$ cat src/rtl/busfab_pkg.sv
package busfab_pkg;

    // Handshake phase of the single outstanding transfer.
    typedef enum logic [1:0] {
        ST_IDLE  = 2'd0,  // waiting for a master request
        ST_ISSUE = 2'd1,  // request forwarded, waiting for slave acknowledge
        ST_HOLD  = 2'd2,  // master acknowledged, waiting for request release
        ST_DRAIN = 2'd3   // request released, waiting for slave acknowledge release
    } hs_state_e;

endpackage

$ cat src/rtl/busfab_decode.sv
module busfab_decode #(
    parameter int N_SLV = 12,
    parameter int SEL_W = 8
) (
    input  logic [SEL_W-1:0] bank_i,
    output logic [N_SLV-1:0] onehot_o,
    output logic             hit_o
);

    // One comparator per slave: slave i owns bank value i.
    for (genvar i = 0; i < N_SLV; i++) begin : g_cmp
        assign onehot_o[i] = (bank_i == SEL_W'(i));
    end

    assign hit_o = |onehot_o;

endmodule

$ cat src/rtl/busfab_retmux.sv
module busfab_retmux #(
    parameter int N_SLV = 12,
    parameter int DW    = 16
) (
    input  logic [N_SLV-1:0]    sel_i,
    input  logic [N_SLV*DW-1:0] rdata_i,
    input  logic [N_SLV-1:0]    ack_i,
    output logic [DW-1:0]       rdata_o,
    output logic                ack_o
);

    logic [DW-1:0]    masked [N_SLV];
    logic [N_SLV-1:0] ack_m;

    // Gate each slave's response with its select, then OR-reduce.
    for (genvar i = 0; i < N_SLV; i++) begin : g_mask
        assign masked[i] = sel_i[i] ? rdata_i[i*DW +: DW] : '0;
        assign ack_m[i]  = sel_i[i] & ack_i[i];
    end

    always_comb begin
        rdata_o = '0;
        for (int i = 0; i < N_SLV; i++) begin
            rdata_o = rdata_o | masked[i];
        end
    end

    assign ack_o = |ack_m;

endmodule

$ cat src/rtl/busfab_ctrl.sv
module busfab_ctrl
    import busfab_pkg::*;
#(
    parameter int N_SLV = 12,
    parameter int AW    = 16,
    parameter int DW    = 16
) (
    input  logic             clk,
    input  logic             rst_n,
    input  logic             m_req,
    input  logic             m_we,
    input  logic [AW-1:0]    m_addr,
    input  logic [DW-1:0]    m_wdata,
    input  logic [N_SLV-1:0] dec_onehot,
    input  logic             dec_hit,
    input  logic             mux_ack,
    input  logic [DW-1:0]    mux_rdata,
    output logic             m_ack,
    output logic [DW-1:0]    m_rdata,
    output logic [N_SLV-1:0] s_req,
    output logic             s_we,
    output logic [AW-1:0]    s_addr,
    output logic [DW-1:0]    s_wdata,
    output logic [N_SLV-1:0] sel
);

    typedef struct packed {
        hs_state_e        st;
        logic [N_SLV-1:0] sel;
        logic             hit;
        logic [N_SLV-1:0] sreq;
        logic             we;
        logic [AW-1:0]    addr;
        logic [DW-1:0]    wdata;
        logic             ack;
        logic [DW-1:0]    rdata;
    } ctrl_t;

    ctrl_t r_d, r_q;

    always_comb begin
        r_d = r_q;
        unique case (r_q.st)
            ST_IDLE: begin
                if (m_req) begin
                    r_d.st    = ST_ISSUE;
                    r_d.sel   = dec_onehot;
                    r_d.hit   = dec_hit;
                    r_d.sreq  = dec_onehot;
                    r_d.we    = m_we;
                    r_d.addr  = m_addr;
                    r_d.wdata = m_wdata;
                end
            end
            ST_ISSUE: begin
                if (!r_q.hit) begin
                    // Default responder: unmapped bank answers with zero data.
                    r_d.st    = ST_HOLD;
                    r_d.ack   = 1'b1;
                    r_d.rdata = '0;
                end else if (mux_ack) begin
                    r_d.st    = ST_HOLD;
                    r_d.ack   = 1'b1;
                    r_d.rdata = mux_rdata;
                end
            end
            ST_HOLD: begin
                if (!m_req) begin
                    r_d.st   = ST_DRAIN;
                    r_d.sreq = '0;
                end
            end
            ST_DRAIN: begin
                if (!r_q.hit || !mux_ack) begin
                    r_d.st  = ST_IDLE;
                    r_d.ack = 1'b0;
                end
            end
            default: r_d.st = ST_IDLE;
        endcase
    end

    always_ff @(posedge clk) begin
        if (!rst_n) begin
            r_q <= '{st: ST_IDLE, default: '0};
        end else begin
            r_q <= r_d;
        end
    end

    assign m_ack   = r_q.ack;
    assign m_rdata = r_q.rdata;
    assign s_req   = r_q.sreq;
    assign s_we    = r_q.we;
    assign s_addr  = r_q.addr;
    assign s_wdata = r_q.wdata;
    assign sel     = r_q.sel;

    // at most one slave is ever requested
    a_r2_one_slave: assert property (@(posedge clk) disable iff (!rst_n)
        $onehot0(s_req));

    // shared address and data hold while a transfer is open
    a_r9_addr_held: assert property (@(posedge clk) disable iff (!rst_n)
        (r_q.st != ST_IDLE) |=> (r_q.st == ST_IDLE || ($stable(s_addr) && $stable(s_wdata) && $stable(sel))));

    // master acknowledge follows a slave acknowledge or the default responder
    a_r4_ack_cause: assert property (@(posedge clk) disable iff (!rst_n)
        (!m_ack ##1 m_ack) |-> (!r_q.hit || $past(mux_ack)));

    // acknowledge held while master keeps its request
    a_r6_ack_holds: assert property (@(posedge clk) disable iff (!rst_n)
        (m_ack && m_req) |=> m_ack);

    // acknowledge clears only after the slave released its acknowledge
    a_r7_release_order: assert property (@(posedge clk) disable iff (!rst_n)
        (m_ack ##1 !m_ack) |-> (!r_q.hit || !$past(mux_ack)));

    // an unmapped bank never requests a slave
    a_r8_no_unmapped_req: assert property (@(posedge clk) disable iff (!rst_n)
        (r_q.st != ST_IDLE && !r_q.hit) |-> (s_req == '0));

endmodule

$ cat src/rtl/bus_fabric.sv
module bus_fabric #(
    parameter int N_SLV = 12,
    parameter int AW    = 16,
    parameter int DW    = 16,
    parameter int SEL_W = 8
) (
    input  logic               clk,
    input  logic               rst_n,
    input  logic               m_req,
    input  logic               m_we,
    input  logic [AW-1:0]      m_addr,
    input  logic [DW-1:0]      m_wdata,
    output logic [DW-1:0]      m_rdata,
    output logic               m_ack,
    output logic [N_SLV-1:0]   s_req,
    output logic               s_we,
    output logic [AW-1:0]      s_addr,
    output logic [DW-1:0]      s_wdata,
    input  logic [N_SLV*DW-1:0] s_rdata,
    input  logic [N_SLV-1:0]   s_ack
);

    logic [N_SLV-1:0] dec_onehot;
    logic             dec_hit;
    logic [N_SLV-1:0] sel;
    logic             mux_ack;
    logic [DW-1:0]    mux_rdata;

    busfab_decode #(.N_SLV(N_SLV), .SEL_W(SEL_W)) u_dec (
        .bank_i   (m_addr[AW-1 -: SEL_W]),
        .onehot_o (dec_onehot),
        .hit_o    (dec_hit)
    );

    busfab_retmux #(.N_SLV(N_SLV), .DW(DW)) u_mux (
        .sel_i   (sel),
        .rdata_i (s_rdata),
        .ack_i   (s_ack),
        .rdata_o (mux_rdata),
        .ack_o   (mux_ack)
    );

    busfab_ctrl #(.N_SLV(N_SLV), .AW(AW), .DW(DW)) u_ctrl (
        .clk        (clk),
        .rst_n      (rst_n),
        .m_req      (m_req),
        .m_we       (m_we),
        .m_addr     (m_addr),
        .m_wdata    (m_wdata),
        .dec_onehot (dec_onehot),
        .dec_hit    (dec_hit),
        .mux_ack    (mux_ack),
        .mux_rdata  (mux_rdata),
        .m_ack      (m_ack),
        .m_rdata    (m_rdata),
        .s_req      (s_req),
        .s_we       (s_we),
        .s_addr     (s_addr),
        .s_wdata    (s_wdata),
        .sel        (sel)
    );

endmodule

$ cat config.mk
export PLATFORM = sky130hd
export DESIGN_NAME = bus_fabric
export DESIGN_NICKNAME = d
export VERILOG_FILES = /design/src/rtl/busfab_pkg.sv /design/src/rtl/busfab_decode.sv /design/src/rtl/busfab_retmux.sv /design/src/rtl/busfab_ctrl.sv /design/src/rtl/bus_fabric.sv
export SDC_FILE = /design/constraint.sdc
export NUM_CORES = 1
export LEC_CHECK = 0
export ABC_AREA = 1
export CAP_MARGIN = 20
export CORE_MARGIN = 3
export CORE_UTILIZATION = 41
export DETAILED_ROUTE_END_ITERATION = 10
export GPL_ROUTABILITY_DRIVEN = 0
export PLACE_DENSITY_LB_ADDON = 0.2
export SYNTH_ARGS = -nofsm -noshare
export SYNTH_HDL_FRONTEND = slang
export SYNTH_SLANG_ARGS = --single-unit
export TNS_END_PERCENT = 1
$ cat constraint.sdc
create_clock -name clk -period 2.77 [get_ports clk]
set_input_delay 0.554 -clock clk [delete_from_list [all_inputs] [get_ports clk]]
set_output_delay 0.554 -clock clk [all_outputs]
set_load 0.01 [all_outputs]
==> results.md <==
* Status: finished clean
* DRC at 0
* Final instance area at 7850 sq um
* Final setup fails at 0
* Drt first pass iters at 5
* Yosys warns at 0
* WHS Path Cells at 2
* Mean Syn Cell Area at ~6.1 sq um
* Largest net degree at the start of global routing at 35
* CP endpoint kind: flop
* Number of max-cap violations at 0
* IO Pins at 302
* CP Data Arrival Time at 2.08 ns
* Logic pwr share at between 30 and 40%
* Horiz. Die Dim at between 100 and 150 um
* CORE AREA at approximately 12000 sq um
* Antenna Violating Nets Remaining at 0
* Synth cell types at 26
* Grt ovf at 0
* PD cells at ~530 nW/um^2
* Hold EP: u_ctrl.sel[7]
* Crit start category: flop
* Die area at 13500 sq um
* Post-DP HPWL at roughly 16000 um
* Sequential area share after synthesis at a little under a third
* Syn-to-layout area delta at 58.2%
* Mapped Cells at 808
* Post-CTS Repair Setup Buffers at 0
* Resized cells post-CTS at 0
* Syn_nets at 1052
* Reg2reg setup slack at 0.89 ns
* Clock Tree Buf Depth at 2
* Critical path class: reg2reg
* Period utilization at about two thirds
* Slew Limit Headroom at between 40% and 50%
* Hold_buf cts at 0
* Register bit count reported by yosys at between 70 and 80
* Max Freq at between 500 and 600 MHz
* Initial antenna violation count at 1
* Nets@finish at about 1.3k
* Latest clock arrival within the worst-skew pair at 0.33 ns
* CTS sink cnt at 77
* FF-to-FF Start: u_ctrl.r_q[75]
* Critical Path, Cell by Cell: inv_1 -> ha_1 -> inv_2 -> nand2_1 -> o21ai_1 -> o21ai_1 -> nand2_1 -> a21oi_1
* Root Buffer: clkbuf_16
* Clk pin slew, worst setup/hold paths at 0.06 ns
* Setup_tns at 0 ns
* Worst r2r path cells at 8
* Worst-path maximum fanout at 13
* P_sw at 1.36 mW
* Int Power at 2.83 mW
* Crit-path slowest cell: o21ai_1
* Most common cell after layout, fill and taps aside: nand2_1
* Port bufs at around 300
* Chip height at 116 um
* Initial Util at a little over two fifths
* WL final at roughly 20000 um
* Max-slew violation count at 0
* Synth Cell Area at approximately 5000 sq um
* Most frequent cells in the layout: nand2_1 (304), clkdlybuf4s50_1 (300), nor2_1 (135), dfxtp_1 (77), nand3_1 (43)
* H-tree depth at 3
* CTS tree: yes
* Clock Skew at about 0.0074 ns
* Initial DRC Count at 332
* Sequential Power Share at 34.0%
* Switching share of power at roughly 32%
* CP top delay family: compound AO/OA/AOI/OAI gates
* CP required at 2.97 ns
* Class of the worst hold path: reg2reg
* Total power at approximately 4.2 mW
* Dpl cell area at 7560 sq um
* Clk network pwr share at between 20% and 30%
* Routed len/inst at between 15 and 20 um
* Slew @ Worst Pin at about 0.9 ns
* TritonCTS Buffers at 9
* Via count at slightly below 6k
* Hold path startpoint: u_ctrl.sel[7]
* Worst stage delay on the critical path at 0.37 ns
* FP Rows at 39
* Via density at 4.89
* R2R Path End: u_ctrl.s_req[9]
* Share of cells above drive strength 1 at 6.08%
* Vias in the first global route at roughly 5.2k
* GRT Total Usage at between 20% and 30%
* Peak supply drop at ~0.33 mV
* Minimum clock period at about 1.9 ns
* WP buf/inv at 2
* First-pass GRT wire length at roughly 28000 um
* Final hold vios at 0
* RSZ-0062 raised after global routing: no
* P_leak at 3.21 nW
worst max path at each step:
stage                    from                  to  slack, ns  cells after the start
2_1_floorplan       s_ack[10]  u_ctrl.m_rdata[10]       1.24                      9
3_3_place_gp            m_req     u_ctrl.s_req[2]       0.66                      6
3_5_place_dp            m_req     u_ctrl.s_req[2]       0.65                      6
4_1_cts        u_ctrl.r_q[75]     u_ctrl.s_req[0]       0.88                      8
5_1_grt        u_ctrl.r_q[75]     u_ctrl.s_req[3]       0.66                      8
6_report       u_ctrl.r_q[75]     u_ctrl.s_req[9]       0.89                      8
cell usage after synthesis, drive strengths merged:
master	count	share of area, %
a211oi	1	0.15
a21oi	31	3.1
a22o	6	1.1
and2	1	0.18
buf	82	13
clkbuf	25	1.9
dfxtp	77	31
ha	4	1.0
inv	18	1.4
nand2	322	25
nand3	43	4.3
nand3b	1	0.15
nand4	21	2.8
nor2	138	11
nor3	2	0.30
nor4	2	0.25
o21ai	34	3.4
cell type report:
type | instances | area [sq um]
diodes | 1 | 2.50
clock buffers | 11 | 253
clock inverters | 5 | 40.0
fillers | 1073 | 3760
inverters | 18 | 67.6
multi-input cells | 606 | 2630
flip-flops and latches | 77 | 1540
well taps | 143 | 179
repair buffers | 319 | 3140
stage by stage:
stage	hold WS [ns]	cells	utilization [%]	setup slack [ns]
6_report	0.465	1180	67.6	0.888
5_1_grt	0.480	1180	67.6	0.656
4_1_cts	0.467	1179	67.6	0.885
3_5_place_dp	0.458	1163	65.1	0.651
3_3_place_gp	0.452	1163	65.1	0.655
2_1_floorplan	0.441	808	-	1.24
worst min-delay path, stage by stage, from the launching register on:
cell	delay, ns
dfxtp_1	0.31
nand2_1	0.06
a21oi_1	0.05
kinds of logic after synthesis:
group / count (synthesis) / share of synthesized area [%]
and+or+nand+nor: 530 / 44.1
AOI/OAI and AO/OA: 72 / 7.76
buffers and inverters: 125 / 16.0
adders and majority gates: 4 / 1.01
DFF: 77 / 31.1
registers in the layout, indices dropped and copies added, names as in the netlist:
signal	cells
u_ctrl.m_ack	1
u_ctrl.r_q	3
u_ctrl.s_we	1
u_ctrl.m_rdata	16
u_ctrl.s_addr	16
u_ctrl.sel	12
u_ctrl.s_req	12
u_ctrl.s_wdata	16
routing by layer:
metal  GRT usage (%)  vias up  routed length (um)
met2            49.6      204               10100
met1            31.1     2584                7670
met4            10.8        0                 652
met3            4.96       35                1220
met5               0        -                   0
li1                -     2942                   -
power groups by stage:
stage	registers [mW]	logic, mW	clock network (mW)
after floorplan	1.43	0.999	0
after CTS	1.42	1.63	1.16
final	1.42	1.62	1.14
after global routing	1.45	1.76	1.21
after global placement	1.44	1.61	0
after detailed placement	1.45	1.62	0
No activity file was read; power rests on OpenSTA's default activity.
